[src/rtl/mac_stats_pkg.sv]
// Shared constants and counter identifiers for the MAC statistics bank.
// Assumes a fixed bank of twelve counters. The identifier values are the
// stream order that software relies on.
package mac_stats_pkg;
    localparam int NUM_CTR = 12;
    localparam int IDX_W   = $clog2(NUM_CTR);

    typedef enum logic [IDX_W-1:0] {
        CI_TX_SENT     = 4'd0,
        CI_TX_MAXCOLL  = 4'd1,
        CI_TX_LATE     = 4'd2,
        CI_TX_UNDERRUN = 4'd3,
        CI_TX_CARRIER  = 4'd4,
        CI_TX_DEFER    = 4'd5,
        CI_TX_ONECOLL  = 4'd6,
        CI_TX_MANYCOLL = 4'd7,
        CI_TX_COLLSUM  = 4'd8,
        CI_RX_GOOD     = 4'd9,
        CI_RX_CRC      = 4'd10,
        CI_RX_ALIGN    = 4'd11
    } ctr_id_e;
endpackage

[src/rtl/mac_stats_classify.sv]
// Turns one transmit report and one receive report per cycle into a
// per-counter increment vector. Purely combinational. Assumes a report's
// flags are only meaningful while its done strobe is high.
module mac_stats_classify
    import mac_stats_pkg::*;
#(
    parameter int COLL_W = 5
) (
    input  logic                             tx_done,
    input  logic                             tx_sent,
    input  logic                             tx_max_coll,
    input  logic                             tx_late_coll,
    input  logic                             tx_underrun,
    input  logic                             tx_carrier_lost,
    input  logic                             tx_deferred,
    input  logic [COLL_W-1:0]                tx_coll_cnt,
    input  logic                             rx_done,
    input  logic                             rx_ok,
    input  logic                             rx_crc_bad,
    input  logic                             rx_misaligned,
    input  logic                             rx_runt,
    input  logic                             rx_ready,
    output logic [NUM_CTR-1:0][COLL_W-1:0]   inc
);
    logic rx_err_counted;

    // Map report flags onto counter increments.
    always_comb begin
        inc            = '0;
        rx_err_counted = rx_crc_bad & ~rx_runt;
        if (tx_done) begin
            inc[CI_TX_SENT]     = COLL_W'(tx_sent);
            inc[CI_TX_MAXCOLL]  = COLL_W'(tx_max_coll);
            inc[CI_TX_LATE]     = COLL_W'(tx_late_coll);
            inc[CI_TX_UNDERRUN] = COLL_W'(tx_underrun);
            inc[CI_TX_CARRIER]  = COLL_W'(tx_sent & tx_carrier_lost);
            inc[CI_TX_DEFER]    = COLL_W'(tx_deferred);
            inc[CI_TX_ONECOLL]  = COLL_W'(tx_sent && (tx_coll_cnt == COLL_W'(1)));
            inc[CI_TX_MANYCOLL] = COLL_W'(tx_sent && (tx_coll_cnt > COLL_W'(1)));
            inc[CI_TX_COLLSUM]  = tx_coll_cnt;
        end
        if (rx_done) begin
            inc[CI_RX_GOOD]  = COLL_W'(rx_ok & rx_ready & ~rx_crc_bad & ~rx_runt);
            inc[CI_RX_CRC]   = COLL_W'(rx_err_counted & ~rx_misaligned);
            inc[CI_RX_ALIGN] = COLL_W'(rx_err_counted & rx_misaligned);
        end
    end
endmodule

[src/rtl/mac_stats_ctr.sv]
// One saturating event counter with a synchronous clear. The clear and an
// increment in the same cycle yield the increment on a zero base.
// Assumes INC_W does not exceed CTR_W.
module mac_stats_ctr #(
    parameter int CTR_W = 32,
    parameter int INC_W = 5
) (
    input  logic             clk,
    input  logic             rst_n,
    input  logic             clear,
    input  logic [INC_W-1:0] inc,
    output logic [CTR_W-1:0] count
);
    logic [CTR_W:0] sum;

    // Widened add so that an overflow shows up as a carry.
    always_comb begin
        sum = (clear ? '0 : {1'b0, count}) + (CTR_W+1)'(inc);
    end

    // Register the count, pinning it at all-ones on overflow.
    always_ff @(posedge clk) begin
        if (!rst_n)
            count <= '0;
        else if (sum[CTR_W])
            count <= '1;
        else
            count <= sum[CTR_W-1:0];
    end
endmodule

[src/rtl/mac_stats_dump.sv]
// Command sequencer. On an accepted command it snapshots the bank and
// streams it one word per cycle, then pulses done. Assumes the caller
// applies clear_now to the live bank on the snapshot cycle. Commands
// seen while streaming are dropped.
module mac_stats_dump
    import mac_stats_pkg::*;
#(
    parameter int CTR_W = 32
) (
    input  logic                           clk,
    input  logic                           rst_n,
    input  logic                           cmd_dump,
    input  logic                           cmd_dump_clr,
    input  logic [NUM_CTR-1:0][CTR_W-1:0]  bank,
    output logic                           clear_now,
    output logic                           dump_valid,
    output logic [IDX_W-1:0]               dump_idx,
    output logic [CTR_W-1:0]               dump_data,
    output logic                           dump_done
);
    localparam logic [IDX_W-1:0] LAST_IDX = IDX_W'(NUM_CTR - 1);

    logic                          busy;
    logic                          start;
    logic [NUM_CTR-1:0][CTR_W-1:0] snap;

    // Accept a command only while idle.
    always_comb begin
        start     = ~busy & (cmd_dump | cmd_dump_clr);
        clear_now = start & cmd_dump_clr;
    end

    // Stream state: busy flag, word index and done pulse.
    always_ff @(posedge clk) begin
        if (!rst_n) begin
            busy      <= 1'b0;
            dump_idx  <= '0;
            dump_done <= 1'b0;
        end else begin
            dump_done <= 1'b0;
            if (start) begin
                busy     <= 1'b1;
                dump_idx <= '0;
            end else if (busy) begin
                if (dump_idx == LAST_IDX) begin
                    busy      <= 1'b0;
                    dump_idx  <= '0;
                    dump_done <= 1'b1;
                end else begin
                    dump_idx <= dump_idx + 1'b1;
                end
            end
        end
    end

    // Capture the whole bank on the accepting cycle.
    always_ff @(posedge clk) begin
        if (!rst_n)
            snap <= '0;
        else if (start)
            snap <= bank;
    end

    // Present the selected snapshot word.
    always_comb begin
        dump_valid = busy;
        dump_data  = busy ? snap[dump_idx] : '0;
    end
endmodule

[src/rtl/mac_stats_bank.sv]
// Top of the MAC statistics bank: classifier, twelve saturating counters
// and the dump sequencer. Assumes at most one transmit and one receive
// report per cycle, each a single-cycle strobe.
module mac_stats_bank
    import mac_stats_pkg::*;
#(
    parameter int CTR_W  = 32,
    parameter int COLL_W = 5
) (
    input  logic              clk,
    input  logic              rst_n,
    input  logic              tx_done,
    input  logic              tx_sent,
    input  logic              tx_max_coll,
    input  logic              tx_late_coll,
    input  logic              tx_underrun,
    input  logic              tx_carrier_lost,
    input  logic              tx_deferred,
    input  logic [COLL_W-1:0] tx_coll_cnt,
    input  logic              rx_done,
    input  logic              rx_ok,
    input  logic              rx_crc_bad,
    input  logic              rx_misaligned,
    input  logic              rx_runt,
    input  logic              rx_ready,
    input  logic              cmd_dump,
    input  logic              cmd_dump_clr,
    output logic              dump_valid,
    output logic [3:0]        dump_idx,
    output logic [CTR_W-1:0]  dump_data,
    output logic              dump_done
);
    logic [NUM_CTR-1:0][COLL_W-1:0] inc;
    logic [NUM_CTR-1:0][CTR_W-1:0]  bank;
    logic                           clear_now;

    mac_stats_classify #(.COLL_W(COLL_W)) u_classify (
        .tx_done         (tx_done),
        .tx_sent         (tx_sent),
        .tx_max_coll     (tx_max_coll),
        .tx_late_coll    (tx_late_coll),
        .tx_underrun     (tx_underrun),
        .tx_carrier_lost (tx_carrier_lost),
        .tx_deferred     (tx_deferred),
        .tx_coll_cnt     (tx_coll_cnt),
        .rx_done         (rx_done),
        .rx_ok           (rx_ok),
        .rx_crc_bad      (rx_crc_bad),
        .rx_misaligned   (rx_misaligned),
        .rx_runt         (rx_runt),
        .rx_ready        (rx_ready),
        .inc             (inc)
    );

    for (genvar g = 0; g < NUM_CTR; g++) begin : g_ctr
        mac_stats_ctr #(.CTR_W(CTR_W), .INC_W(COLL_W)) u_ctr (
            .clk   (clk),
            .rst_n (rst_n),
            .clear (clear_now),
            .inc   (inc[g]),
            .count (bank[g])
        );
    end

    mac_stats_dump #(.CTR_W(CTR_W)) u_dump (
        .clk          (clk),
        .rst_n        (rst_n),
        .cmd_dump     (cmd_dump),
        .cmd_dump_clr (cmd_dump_clr),
        .bank         (bank),
        .clear_now    (clear_now),
        .dump_valid   (dump_valid),
        .dump_idx     (dump_idx),
        .dump_data    (dump_data),
        .dump_done    (dump_done)
    );
endmodule

[config.mk]
export PLATFORM = sky130hd
export DESIGN_NAME = mac_stats_bank
export DESIGN_NICKNAME = d
export VERILOG_FILES = /design/src/rtl/mac_stats_pkg.sv /design/src/rtl/mac_stats_classify.sv /design/src/rtl/mac_stats_ctr.sv /design/src/rtl/mac_stats_dump.sv /design/src/rtl/mac_stats_bank.sv
export SDC_FILE = /design/constraint.sdc
export NUM_CORES = 2
export LEC_CHECK = 0
export BUFFER_PORTS_ARGS = -buffer_cell sky130_fd_sc_hd__buf_2
export CAP_MARGIN = 20
export CORE_MARGIN = 5
export CORE_UTILIZATION = 50
export CTS_CLUSTER_DIAMETER = 100
export DETAILED_ROUTE_END_ITERATION = 12
export PLACE_DENSITY = 0.66
export SLEW_MARGIN = 20
export SYNTH_ARGS = -nofsm -noshare
export SYNTH_HDL_FRONTEND = slang
export SYNTH_SLANG_ARGS = --single-unit
export TNS_END_PERCENT = 50
[constraint.sdc]
create_clock -name clk -period 5 [get_ports clk]
set_input_delay 1 -clock clk [delete_from_list [all_inputs] [get_ports clk]]
set_output_delay 1 -clock clk [all_outputs]
set_load 0.01 [all_outputs]
==> impl_metrics.toml <==
[status]
status = "finished clean"

[grt]
grt_pass1_vias = 28301
grtUsageTotal_pct = 26.1
grt_first_pass_wirelength_um = 163000
grt_start_max_net_pins = 189
grt-ovfl-total = 0
antenna_found_initial = 2

[clocking]
worst_skew_pair.late_latency_ns = 0.64
cts_resized = 0
post_cts_buffers = 0
numCtsBuffers = 84
cts_tree = "done"
worst_setup_hold_path_clk_slew_ns = 0.06
clockBufferDepth = 3
cts_root_buf = "clkbuf_16"
tritoncts_num_sinks = 774
htree_levels = 3
cts_hold_buffers = 0

[place]
routabilityCongestion = 0.893
place_hpwl_um = 72800
port_buffers = 59
post_dp_cell_area_um2 = 36900
placement.setup.worst_slack_ns = 0.799
place.detailed.instances = 5138

[layout]
areaGrowthSynthToFinish_pct = 10.5
design_area_um2 = 39700
number_of_antenna_diodes = 0
instances_no_fill = 5290
drive_gt1_share_pct = 9.45
final_nets = 4325
filler_cell_count = 6624

[sta]
report.final.hold_viol_count = 0
skew_ns = 0.0253
finalSetupViolations = 0
setup_total_negative_slack_ns = 0
timing_worst_slew_pin_value_ns = 1.11
timing.final.crit_period_ns = 4.36
layout_setup_ws_ns = 0.641
report.final.slew_viol_count = 0
rsz0062_at_grt = "no"
min_period_over_period_pct = 87.2
timing.fmax_mhz = 229
rel_slew_slack_pct = 25.8

[synth]
syn-num-nets = 4416
post_synth_instance_area_um2 = 36000
synthTopCellsByCount = "1074 x nand2_1, 774 x dfxtp_1, 601 x a21oi_1"
cell_types_occupying_the_most_area_after_synthesis = "dfxtp_1 43%, nand2_1 11%, a21oi_1 8.4%, mux4_2 6.0%, xnor2_1 3.7%"
postSynth.asyncResetShare_pct = 0
yosysTopAreaCell = "dfxtp_1"
syn-mean-instance-area_um2 = 8.24
number_of_flops_mapped_to_enable_cells_by_yosys = 0
post-synth-top-count-cell = "nand2_1"
postSynthRegisterBits = 774
synth_warnings = 0
seq_area_frac_synth_pct = 43.1
synth_cell_types = 76
syn_inst = 4365
yosysTopAreaCellShare_pct = 43.1
synthFlopType = "dfxtp_1"

[worst_setup_path]
critical-path-slowest-cell = "dfxtp_4"
critical_path_class = "flop to output pin"
critPathLaunchType = "flop"
crit_path_max_fanout = 33
timing.critical_path.slowest_cell_delay_ns = 0.76
timing.critical_path.required_ns = 4.00
crit_path_frequent_cell = "nor2_1"
endpoint_kind = "output pin"
crit_chain = "mux4_2, mux2i_1, nor2_1, a21oi_1, nor2_1, buf_2"
worst_ep_arrival_time_ns = 3.36

[die]
die_width_um = 278
core-area_um2 = 71500
die_area_um2 = 77400
ioPinCount = 60
initial_core_util_pct = 50.3
fp-row-count = 98
die_h_um = 278

[hold_path]
hold_path_class = "flop to flop"

[drt]
remaining_antenna_violation_count = 0
firstDrtPassIters = 5
first_iter_violations = 2754
drc = 0
post_drt_via_cell_ratio = 5.82
routed_wirelength_um = 105000
drt-wirelength-per-cell_um = 19.9
route.vias.total = 30784

[job]
timing.max_cap.violations = 0

[power_and_ir_drop]
ir_drop_v = 0.000288
power_frac_comb_pct = 4.6
cell_internal_pwr_mw = 10.2
switchingPower_mw = 3.13
clock_power_share_pct = 48.7
p_seq_share_pct = 46.7
sw_frac_of_total_pct = 23.5
leakage_nw = 13.0
power_density_normalized_to_cell_area_nw_per_um2 = 335
finalPower_mw = 13.3
## worst paths after layout
path / startpoint / to / slack [ns] / depth (start not counted)
max: u_dump.dump_idx[0] / dump_data[30] / 0.64 / 6
min: g_ctr[6].u_ctr.count[0] / u_dump.snap[192] / 0.45 / 2
max reg2reg: u_dump.dump_valid / g_ctr[4].u_ctr.count[18] / 0.93 / 11
min reg2reg: g_ctr[6].u_ctr.count[0] / u_dump.snap[192] / 0.45 / 2
## state kept, by name, indices dropped and copies added, names as in the netlist
register / count
u_dump.dump_idx: 4
u_dump.snap: 384
u_dump.dump_done: 1
u_dump.dump_valid: 1
g_ctr.u_ctr.count: 384
## cells by family (layout without fill, tap and decap cells)
kind of cell / after synthesis / after routing / synth area share [%]
flip-flops: 774 / 774 / 43.1
AND/OR/NAND/NOR: 1969 / 1969 / 25.3
AO/OA/AOI/OAI: 849 / 849 / 13.0
multiplexers: 137 / 137 / 7.16
buffers and inverters: 332 / 307 / 3.76
adder cells (fa/ha/maj): 29 / 29 / 1.03
XOR/XNOR: 275 / 275 / 6.69
## layer usage
metal	GRT usage (%)	vias to the layer above	share of wire [%]
met5	0	-	0
met1	35.4	14830	43
li1	-	14869	-
met4	10.0	0	4.1
met2	42.7	911	47
met3	3.55	174	5.5
## power groups by stage
stage	clock (mW)	combinational [mW]	sequential, mW
finish	6.47	0.616	6.21
floorplan	0	0.441	6.33
detailed placement	0	0.612	6.35
global placement	0	0.615	6.35
CTS	6.55	0.614	6.21
global route	6.81	0.665	6.21
## cell usage in the layout (no fill, tap or decap), types with 6 or more instances in the layout
| cell | synthesis | final |
|---|---|---|
| nand2_1 | 1074 | 1073 |
| bufinv_16 | 0 | 8 |
| a211oi_1 | 15 | 15 |
| xnor2_1 | 151 | 151 |
| and3_1 | 68 | 68 |
| clkbuf_8 | 0 | 17 |
| a21oi_1 | 601 | 601 |
| nand3_1 | 145 | 145 |
| buf_2 | 47 | 58 |
| dfxtp_1 | 774 | 771 |
| clkinv_2 | 0 | 12 |
| nor2_1 | 259 | 257 |
| and2_1 | 62 | 62 |
| or2_2 | 10 | 10 |
| a31oi_1 | 10 | 10 |
| buf_12 | 0 | 8 |
| inv_1 | 36 | 35 |
| nor3b_1 | 6 | 6 |
| nor4_1 | 27 | 25 |
| xor2_1 | 124 | 124 |
| mux4_2 | 96 | 96 |
| o211ai_1 | 7 | 7 |
| nand4_1 | 107 | 107 |
| clkbuf_16 | 0 | 87 |
| or3_1 | 24 | 24 |
| mux2i_1 | 38 | 38 |
| ha_1 | 28 | 28 |
| nor3_1 | 81 | 81 |
| or4_1 | 12 | 12 |
| o21a_1 | 81 | 81 |
| clkbuf_1 | 215 | 17 |
| and4_1 | 37 | 37 |
| o21ai_0 | 89 | 89 |
| o31a_1 | 6 | 6 |
| o31ai_1 | 6 | 6 |
| buf_4 | 5 | 52 |
## cell type report
| type | count | area (um^2) | share of cell area, % |
|---|---|---|---|
| clock inverters | 31 | 405 | 1.02 |
| multi-input cells | 3259 | 19200 | 48.3 |
| inverters | 37 | 146 | 0.368 |
| well taps | 950 | 1190 | 2.99 |
| repair buffers | 118 | 841 | 2.12 |
| flip-flops and latches | 774 | 15500 | 39.0 |
| clock buffers | 121 | 2470 | 6.23 |
## worst max-delay path: cells and delay by family, from the launching register on
family,cells,cell delay (ns)
DFF,1,0.76
and+or+nand+nor,2,0.21
muxes,2,1.18
buffers and inverters,1,0.15
AOI/OAI and AO/OA,1,0.36
## per-stage QoR
stage	util [%]	hold WS, ns
floorplan	-	0.427
global placement	51.6	0.439
detailed placement	51.6	0.442
CTS	55.6	0.445
global route	55.6	0.465
finish	55.6	0.447
(Power assumes the default switching activity.)
